--- config.mk ---
export PLATFORM = sky130hd
export DESIGN_NAME = rx_dest_filter
export DESIGN_NICKNAME = d
export VERILOG_FILES = /design/src/rtl/rxf_pkg.sv /design/src/rtl/rxf_cfg_regs.sv /design/src/rtl/rxf_classify.sv /design/src/rtl/rxf_decide.sv /design/src/rtl/rx_dest_filter.sv
export SDC_FILE = /design/constraint.sdc
export NUM_CORES = 1
export LEC_CHECK = 0
export ABC_AREA = 1
export BUFFER_PORTS_ARGS = -buffer_cell sky130_fd_sc_hd__buf_4
export CAP_MARGIN = 5
export CORE_MARGIN = 4
export CORE_UTILIZATION = 33
export DETAILED_ROUTE_END_ITERATION = 8
export GPL_TIMING_DRIVEN = 0
export PLACE_DENSITY_LB_ADDON = 0.15
export SYNTH_ARGS = -nofsm -noshare
export SYNTH_HDL_FRONTEND = slang
export SYNTH_HIERARCHICAL = 1
export SYNTH_SLANG_ARGS = --single-unit
--- constraint.sdc ---
create_clock -name clk -period 3.2 [get_ports clk]
set_clock_uncertainty 0.2 [all_clocks]
set_input_delay 0.16 -clock clk [delete_from_list [all_inputs] [get_ports clk]]
set_output_delay 0.16 -clock clk [all_outputs]
set_load 0.1 [all_outputs]
--- src/rtl/rxf_pkg.sv ---
package rxf_pkg;

    localparam int MAC_BYTES = 6;
    localparam int MAC_W     = MAC_BYTES * 8;
    localparam int HASH_W    = 6;
    localparam int HASH_ENT  = 1 << HASH_W;
    localparam int CHAN_CNT  = 8;
    localparam int CHAN_W    = $clog2(CHAN_CNT);
    localparam int REG_W     = 32;
    localparam int REG_AW    = 3;

    // control word field positions
    localparam int PROM_EN_BIT = 21;
    localparam int PROM_CH_LSB = 16;
    localparam int BC_EN_BIT   = 13;
    localparam int BC_CH_LSB   = 8;
    localparam int MC_EN_BIT   = 5;
    localparam int MC_CH_LSB   = 0;

    typedef enum logic [REG_AW-1:0] {
        REG_CTRL    = 3'd0,
        REG_STA_HI  = 3'd1,
        REG_STA_MID = 3'd2,
        REG_STA_LO  = 3'd3,
        REG_HASH_LO = 3'd4,
        REG_HASH_HI = 3'd5,
        REG_UC_SET  = 3'd6,
        REG_UC_CLR  = 3'd7
    } cfg_reg_e;

    typedef enum logic [1:0] {
        RSN_UCAST   = 2'd0,
        RSN_BCAST   = 2'd1,
        RSN_MCAST   = 2'd2,
        RSN_PROMISC = 2'd3
    } reason_e;

    typedef struct packed {
        logic                prom_en;
        logic [CHAN_W-1:0]   prom_ch;
        logic                bc_en;
        logic [CHAN_W-1:0]   bc_ch;
        logic                mc_en;
        logic [CHAN_W-1:0]   mc_ch;
        logic [MAC_W-1:0]    station;
        logic [HASH_ENT-1:0] hash_tbl;
        logic [CHAN_CNT-1:0] uc_mask;
    } filt_cfg_t;

    typedef struct packed {
        logic              is_bcast;
        logic              is_mcast;
        logic              sta_hit;
        logic [HASH_W-1:0] bucket;
    } addr_class_t;

    // shift/XOR fold of the six address bytes into a bucket index
    function automatic logic [HASH_W-1:0] hash_fold(input logic [MAC_W-1:0] a);
        logic [7:0] acc;
        logic [7:0] b;
        acc = '0;
        for (int i = 0; i < MAC_BYTES; i++) begin
            b = a[8*i +: 8];
            case (i % 3)
                0:       acc = acc ^ ((b >> 2) ^ (b << 4));
                1:       acc = acc ^ ((b >> 4) ^ (b << 2));
                default: acc = acc ^ ((b >> 6) ^ b);
            endcase
        end
        return acc[HASH_W-1:0];
    endfunction

    function automatic logic [CHAN_W-1:0] lowest_set(input logic [CHAN_CNT-1:0] m);
        logic [CHAN_W-1:0] idx;
        idx = '0;
        for (int i = CHAN_CNT - 1; i >= 0; i--) begin
            if (m[i]) idx = CHAN_W'(i);
        end
        return idx;
    endfunction

endpackage

--- src/rtl/rxf_cfg_regs.sv ---
module rxf_cfg_regs
    import rxf_pkg::*;
(
    input  logic                 clk,
    input  logic                 rst,
    input  logic                 we,
    input  logic [REG_AW-1:0]    addr,
    input  logic [REG_W-1:0]     wdata,
    output filt_cfg_t            cfg
);

    always_ff @(posedge clk) begin
        if (rst) begin
            cfg <= '0;
        end else if (we) begin
            case (cfg_reg_e'(addr))
                REG_CTRL: begin
                    cfg.prom_en <= wdata[PROM_EN_BIT];
                    cfg.prom_ch <= wdata[PROM_CH_LSB +: CHAN_W];
                    cfg.bc_en   <= wdata[BC_EN_BIT];
                    cfg.bc_ch   <= wdata[BC_CH_LSB +: CHAN_W];
                    cfg.mc_en   <= wdata[MC_EN_BIT];
                    cfg.mc_ch   <= wdata[MC_CH_LSB +: CHAN_W];
                end
                REG_STA_HI:  cfg.station[31:0]            <= wdata;
                REG_STA_MID: cfg.station[39:32]           <= wdata[7:0];
                REG_STA_LO:  cfg.station[47:40]           <= wdata[7:0];
                REG_HASH_LO: cfg.hash_tbl[31:0]           <= wdata;
                REG_HASH_HI: cfg.hash_tbl[HASH_ENT-1:32]  <= wdata;
                REG_UC_SET:  cfg.uc_mask <= cfg.uc_mask | wdata[CHAN_CNT-1:0];
                REG_UC_CLR:  cfg.uc_mask <= cfg.uc_mask & ~wdata[CHAN_CNT-1:0];
                default: ;
            endcase
        end
    end


    uc_clear_chk: assert property (@(posedge clk) disable iff (rst)
        (we && addr == REG_UC_CLR) |=> ((cfg.uc_mask & $past(wdata[CHAN_CNT-1:0])) == '0));


    uc_set_chk: assert property (@(posedge clk) disable iff (rst)
        (we && addr == REG_UC_SET) |=> ((cfg.uc_mask & $past(wdata[CHAN_CNT-1:0])) == $past(wdata[CHAN_CNT-1:0])));

endmodule

--- src/rtl/rxf_classify.sv ---
module rxf_classify
    import rxf_pkg::*;
(
    input  logic [MAC_W-1:0] dst,
    input  filt_cfg_t        cfg,
    output addr_class_t      cls
);

    logic [MAC_BYTES-1:0] byte_eq;
    logic [MAC_BYTES-1:0] byte_ones;

    for (genvar g = 0; g < MAC_BYTES; g++) begin : g_byte
        assign byte_eq[g]   = (dst[8*g +: 8] == cfg.station[8*g +: 8]);
        assign byte_ones[g] = &dst[8*g +: 8];
    end

    always_comb begin
        cls.is_bcast = &byte_ones;
        cls.is_mcast = dst[0] && !cls.is_bcast;
        cls.sta_hit  = &byte_eq;
        cls.bucket   = hash_fold(dst);
    end

endmodule

--- src/rtl/rxf_decide.sv ---
module rxf_decide
    import rxf_pkg::*;
#(
    parameter int N_CHAN = CHAN_CNT
) (
    input  logic              clk,
    input  logic              rst,
    input  logic              in_valid,
    input  addr_class_t       cls,
    input  filt_cfg_t         cfg,
    output logic              out_valid,
    output logic              out_accept,
    output reason_e           out_reason,
    output logic [CHAN_W-1:0] out_chan
);

    localparam int CW = $clog2(N_CHAN);

    logic          nxt_acc;
    reason_e       nxt_rsn;
    logic [CW-1:0] nxt_ch;
    logic          mc_hit;

    always_comb begin
        mc_hit  = cfg.mc_en && cfg.hash_tbl[cls.bucket];
        nxt_acc = 1'b0;
        nxt_rsn = RSN_UCAST;
        nxt_ch  = '0;
        if (cfg.prom_en) begin
            nxt_acc = 1'b1;
            nxt_rsn = RSN_PROMISC;
            nxt_ch  = cfg.prom_ch;
        end else if (cls.is_bcast) begin
            nxt_rsn = RSN_BCAST;
            nxt_acc = cfg.bc_en;
            nxt_ch  = cfg.bc_en ? cfg.bc_ch : '0;
        end else if (cls.is_mcast) begin
            nxt_rsn = RSN_MCAST;
            nxt_acc = mc_hit;
            nxt_ch  = mc_hit ? cfg.mc_ch : '0;
        end else begin
            nxt_rsn = RSN_UCAST;
            nxt_acc = cls.sta_hit && (|cfg.uc_mask);
            nxt_ch  = nxt_acc ? lowest_set(cfg.uc_mask) : '0;
        end
    end

    always_ff @(posedge clk) begin
        if (rst) begin
            out_valid  <= 1'b0;
            out_accept <= 1'b0;
            out_reason <= RSN_UCAST;
            out_chan   <= '0;
        end else begin
            out_valid  <= in_valid;
            out_accept <= in_valid && nxt_acc;
            out_reason <= in_valid ? nxt_rsn : RSN_UCAST;
            out_chan   <= in_valid ? nxt_ch : '0;
        end
    end


    valid_latency_chk: assert property (@(posedge clk) disable iff (rst)
        in_valid |=> out_valid);


    no_spurious_valid_chk: assert property (@(posedge clk) disable iff (rst)
        !in_valid |=> !out_valid);


    promisc_override_chk: assert property (@(posedge clk) disable iff (rst)
        (in_valid && cfg.prom_en) |=> (out_accept && out_reason == RSN_PROMISC));


    mcast_miss_chk: assert property (@(posedge clk) disable iff (rst)
        (in_valid && !cfg.prom_en && cls.is_mcast && !cfg.hash_tbl[cls.bucket]) |=> !out_accept);


    bcast_disabled_chk: assert property (@(posedge clk) disable iff (rst)
        (in_valid && !cfg.prom_en && cls.is_bcast && !cfg.bc_en) |=> (!out_accept && out_reason == RSN_BCAST));


    uc_empty_reject_chk: assert property (@(posedge clk) disable iff (rst)
        (in_valid && !cfg.prom_en && !cls.is_bcast && !cls.is_mcast && cfg.uc_mask == '0) |=> !out_accept);

endmodule

--- src/rtl/rx_dest_filter.sv ---
module rx_dest_filter
    import rxf_pkg::*;
(
    input  logic        clk,
    input  logic        rst,
    input  logic        cfg_we,
    input  logic [2:0]  cfg_addr,
    input  logic [31:0] cfg_wdata,
    input  logic        in_valid,
    input  logic [47:0] in_dst,
    output logic        out_valid,
    output logic        out_accept,
    output logic [1:0]  out_reason,
    output logic [2:0]  out_chan
);

    filt_cfg_t   cfg;
    addr_class_t cls;
    reason_e     rsn;

    rxf_cfg_regs u_regs (
        .clk   (clk),
        .rst   (rst),
        .we    (cfg_we),
        .addr  (cfg_addr),
        .wdata (cfg_wdata),
        .cfg   (cfg)
    );

    rxf_classify u_class (
        .dst (in_dst),
        .cfg (cfg),
        .cls (cls)
    );

    rxf_decide #(.N_CHAN(CHAN_CNT)) u_decide (
        .clk        (clk),
        .rst        (rst),
        .in_valid   (in_valid),
        .cls        (cls),
        .cfg        (cfg),
        .out_valid  (out_valid),
        .out_accept (out_accept),
        .out_reason (rsn),
        .out_chan   (out_chan)
    );

    assign out_reason = rsn;


    reject_chan_zero_chk: assert property (@(posedge clk) disable iff (rst)
        (out_valid && !out_accept) |-> (out_chan == 3'd0));

endmodule

==> qor.yml <==
logic_synthesis:
  yosysSeqAreaShare_pct: 38.42
  syn_area_per_cell_um2: 6.337
  synth.largest_area_cell: "dfxtp_1"
  synth_fp_nets: 1230
  synth_seq_cells: 139
  synthCells: 1143
  synthTopCellsByArea: "dfxtp_1 38%, nor2_1 17%, nand2_1 14%, xnor2_1 6.3%, o21ai_0 6.0%"
  synth_area_mm2: 0.007243
  ys_warn_count: 6
  yosysUniqueCellTypes: 25
  synth.top_cell.area_share_pct: 38.42
finish:
  area_growth_pct: 28.55
  nets: 1379
  diodes: 0
  drive_above_1_share_pct: 12.41
  fillers: 2295
  fin_area_mm2: 0.009311
  utilization_pct: 43.74
floorplanning:
  core_mm2: 0.02129
  fp.dieArea_mm2: 0.02438
  die_w_um: 156.2
  rows: 53
  die_h_um: 156.2
  initial_core_util_pct: 34.03
  ioPinCount: 94
timing:
  fin_crit_sh_pct: 80.15
  rsz0062_at_grt: "no"
  final-setup-viol-count: 0
  final_hold_viol_count: 0
  min_period_ps: 2565
  tightest_slew_ps: 600.2
  relSlewSlack_pct: 59.99
  fmax_mhz: 389.9
  final.setup.tns_ps: 0
  slew_viol_final: 0
critical_path:
  slowest_stage: "clkbuf_1"
  crit_type: "input pin to flip-flop"
  crit_top_cell: "nand2_1"
  critical_path.max_fanout: 9
  max_stage_delay_ps: 470
  cp-end-kind: "flip-flop"
  crit_family: "simple AND/OR/NAND/NOR gates"
  crit_path_start_kind: "input pin"
  path_cells: "buf_4 > nand2_1 > inv_1 > nor2_1 > xor2_1 > xnor2_1 > clkbuf_1 > inv_1 > nand3_1 > nand2_1 > nand2_1 > nand3_1 > nand3_1 > nand2_2 > nand3_1 > nand2_1 > nand2_1 > a21oi_1"
  critPathBufInv: 4
  arrival_ps: 2670
  cp.required_ps: 3310
global_route:
  grt-ovfl-total: 0
  grt_pass1_wl_um: 37650
  globalRouteTotalUtil_pct: 20.03
  antenna_found_initial: 0
  grt_start_max_net_pins: 17
  grt_pass1_vias: 7067
pwr:
  leakagePower_nw: 4.139
  total_power_mw: 5.059
  ir_drop_mv: 0.3218
  pwr_density_cell_mw_per_mm2: 543.3
clocking:
  clk_pin_slew_ps: 60
  clock_path_buffers: 2
  cts_sinks: 139
  numCtsBuffers: 17
  clk_latency_ps: 420
  root_buffer: "clkbuf_16"
  cts_tree: "done"
  cts_setup_buffers: 0
  htreeDepth: 4
detailed_routing:
  routed-via-count: 7343
  vias_per_cell: 4.647
  drc: 0
  wire_per_inst_um: 15.34
  drt_iter0_markers: 527
  drt_wl_total_um: 24240
  ant_nets: 0
  firstDrtPassIters: 5
placed_design:
  hpwlAfterDp_um: 18400
  placed_area_mm2: 0.008285
  numPortBuffers: 93
  place_congestion: 0.8776
run:
  cap_violations: 0
worst_hold_path:
  hp-class: "input pin to flip-flop"
outcome:
  outcome: "finished clean"
-- kinds of logic after synthesis --
| logic type | count (synthesis) | synth area share (%) |
|---|---|---|
| simple gates | 696 | 38.23 |
| buf+inv | 148 | 9.034 |
| flops | 139 | 38.42 |
| compound gates | 98 | 6.823 |
| xor+xnor | 62 | 7.497 |
-- flip-flops by register name (all words and copies together), names as in the netlist, named ones only --
register	flops
u_decide/out_accept	1
u_decide/out_chan	3
u_decide/out_reason	2
u_decide/out_valid	1
u_regs/cfg	124
-- power breakdown --
| part | leakage (nW) | total, mW | internal, mW | switching (mW) |
|---|---|---|---|---|
| Clock | 0.322 | 2.22 | 1.41 | 0.809 |
| Combinational | 2.69 | 1.01 | 0.387 | 0.622 |
| Sequential | 1.13 | 1.83 | 1.79 | 0.0374 |
-- synthesized netlist by cell type --
library cell	number
clkbuf_1	16
xor2_1	10
nor2_4	2
o311ai_0	1
a21oi_1	10
nor2_2	1
clkinv_4	1
nand2_2	2
xnor2_1	52
nor3_1	1
nor2_1	331
buf_4	12
nand2_1	276
dfxtp_1	139
nand4_1	18
clkbuf_2	1
nand3b_1	2
nand3_1	62
buf_2	8
o21ai_0	87
inv_2	6
nor4_1	1
buf_6	5
inv_1	95
buf_1	4
-- per-layer routing --
metal | up-vias | part of all wire, % | wire, um | track usage (%)
met3 | 24 | 4.0 | 969 | 3.107
met4 | 0 | 1.4 | 345 | 5.496
li1 | 3819 | - | - | -
met5 | - | 0 | 0 | 0
met2 | 157 | 47 | 11380 | 33.32
met1 | 3343 | 48 | 11550 | 27.09
-- cell usage in the layout (no fill, tap or decap), drive strengths merged --
cell	Yosys	routed
nand2	278	278
buf	29	122
inv	101	104
nor3	1	1
dfxtp	139	139
nor2	334	334
a21oi	10	10
clkinv	1	6
nor4	1	1
o21ai	87	87
xnor2	52	52
dlygate4sd3	0	37
clkbuf	17	36
nand3	62	62
nand4	18	18
bufinv	0	5
nand3b	2	2
o311ai	1	1
xor2	10	10
-- worst min-delay path: cells and delay by family --
kind | cells | cell delay [ps]
AND/OR/NAND/NOR | 4 | 260
buffers and inverters | 2 | 190
-- final cells by class --
cell class	instances	area [um2]	area share, %
plain buffers	46	266.5	2.862
clock buffers	19	442.9	4.757
multi-input cells	856	3806	40.88
inverters	102	387.9	4.166
flip-flops and latches	139	2783	29.88
repair buffers	130	1069	11.48
well taps	275	344.1	3.695
clock inverters	13	212.7	2.284
-- through the flow --
stage          setup WS (ps)  hold WS [ps]  cells
3_3_place_gp           209.5         143.7   1511
5_1_grt                429.8         35.39   1580
4_1_cts                652.2         8.374   1580
6_report               635.2         29.34   1580
3_5_place_dp           224.0         148.1   1511
2_1_floorplan           1152         42.39   1143
-- worst paths after layout --
kind	cells past startpoint	from	slack (ps)	to
setup / recovery	18	in_dst[42]	640	u_decide/out_chan[0]
hold / removal	6	cfg_we	30	u_regs/cfg[110]
setup reg to reg	13	u_regs/cfg[97]	980	u_decide/out_chan[0]
hold reg to reg	2	u_regs/cfg[53]	280	u_regs/cfg[53]
-- timing repair --
item                                   4_1_cts  5_1_grt
resized for setup                            0        0
hold buffers                                37        0
endpoints found under the hold margin      131        0
Power figures use the tool's default switching activity.
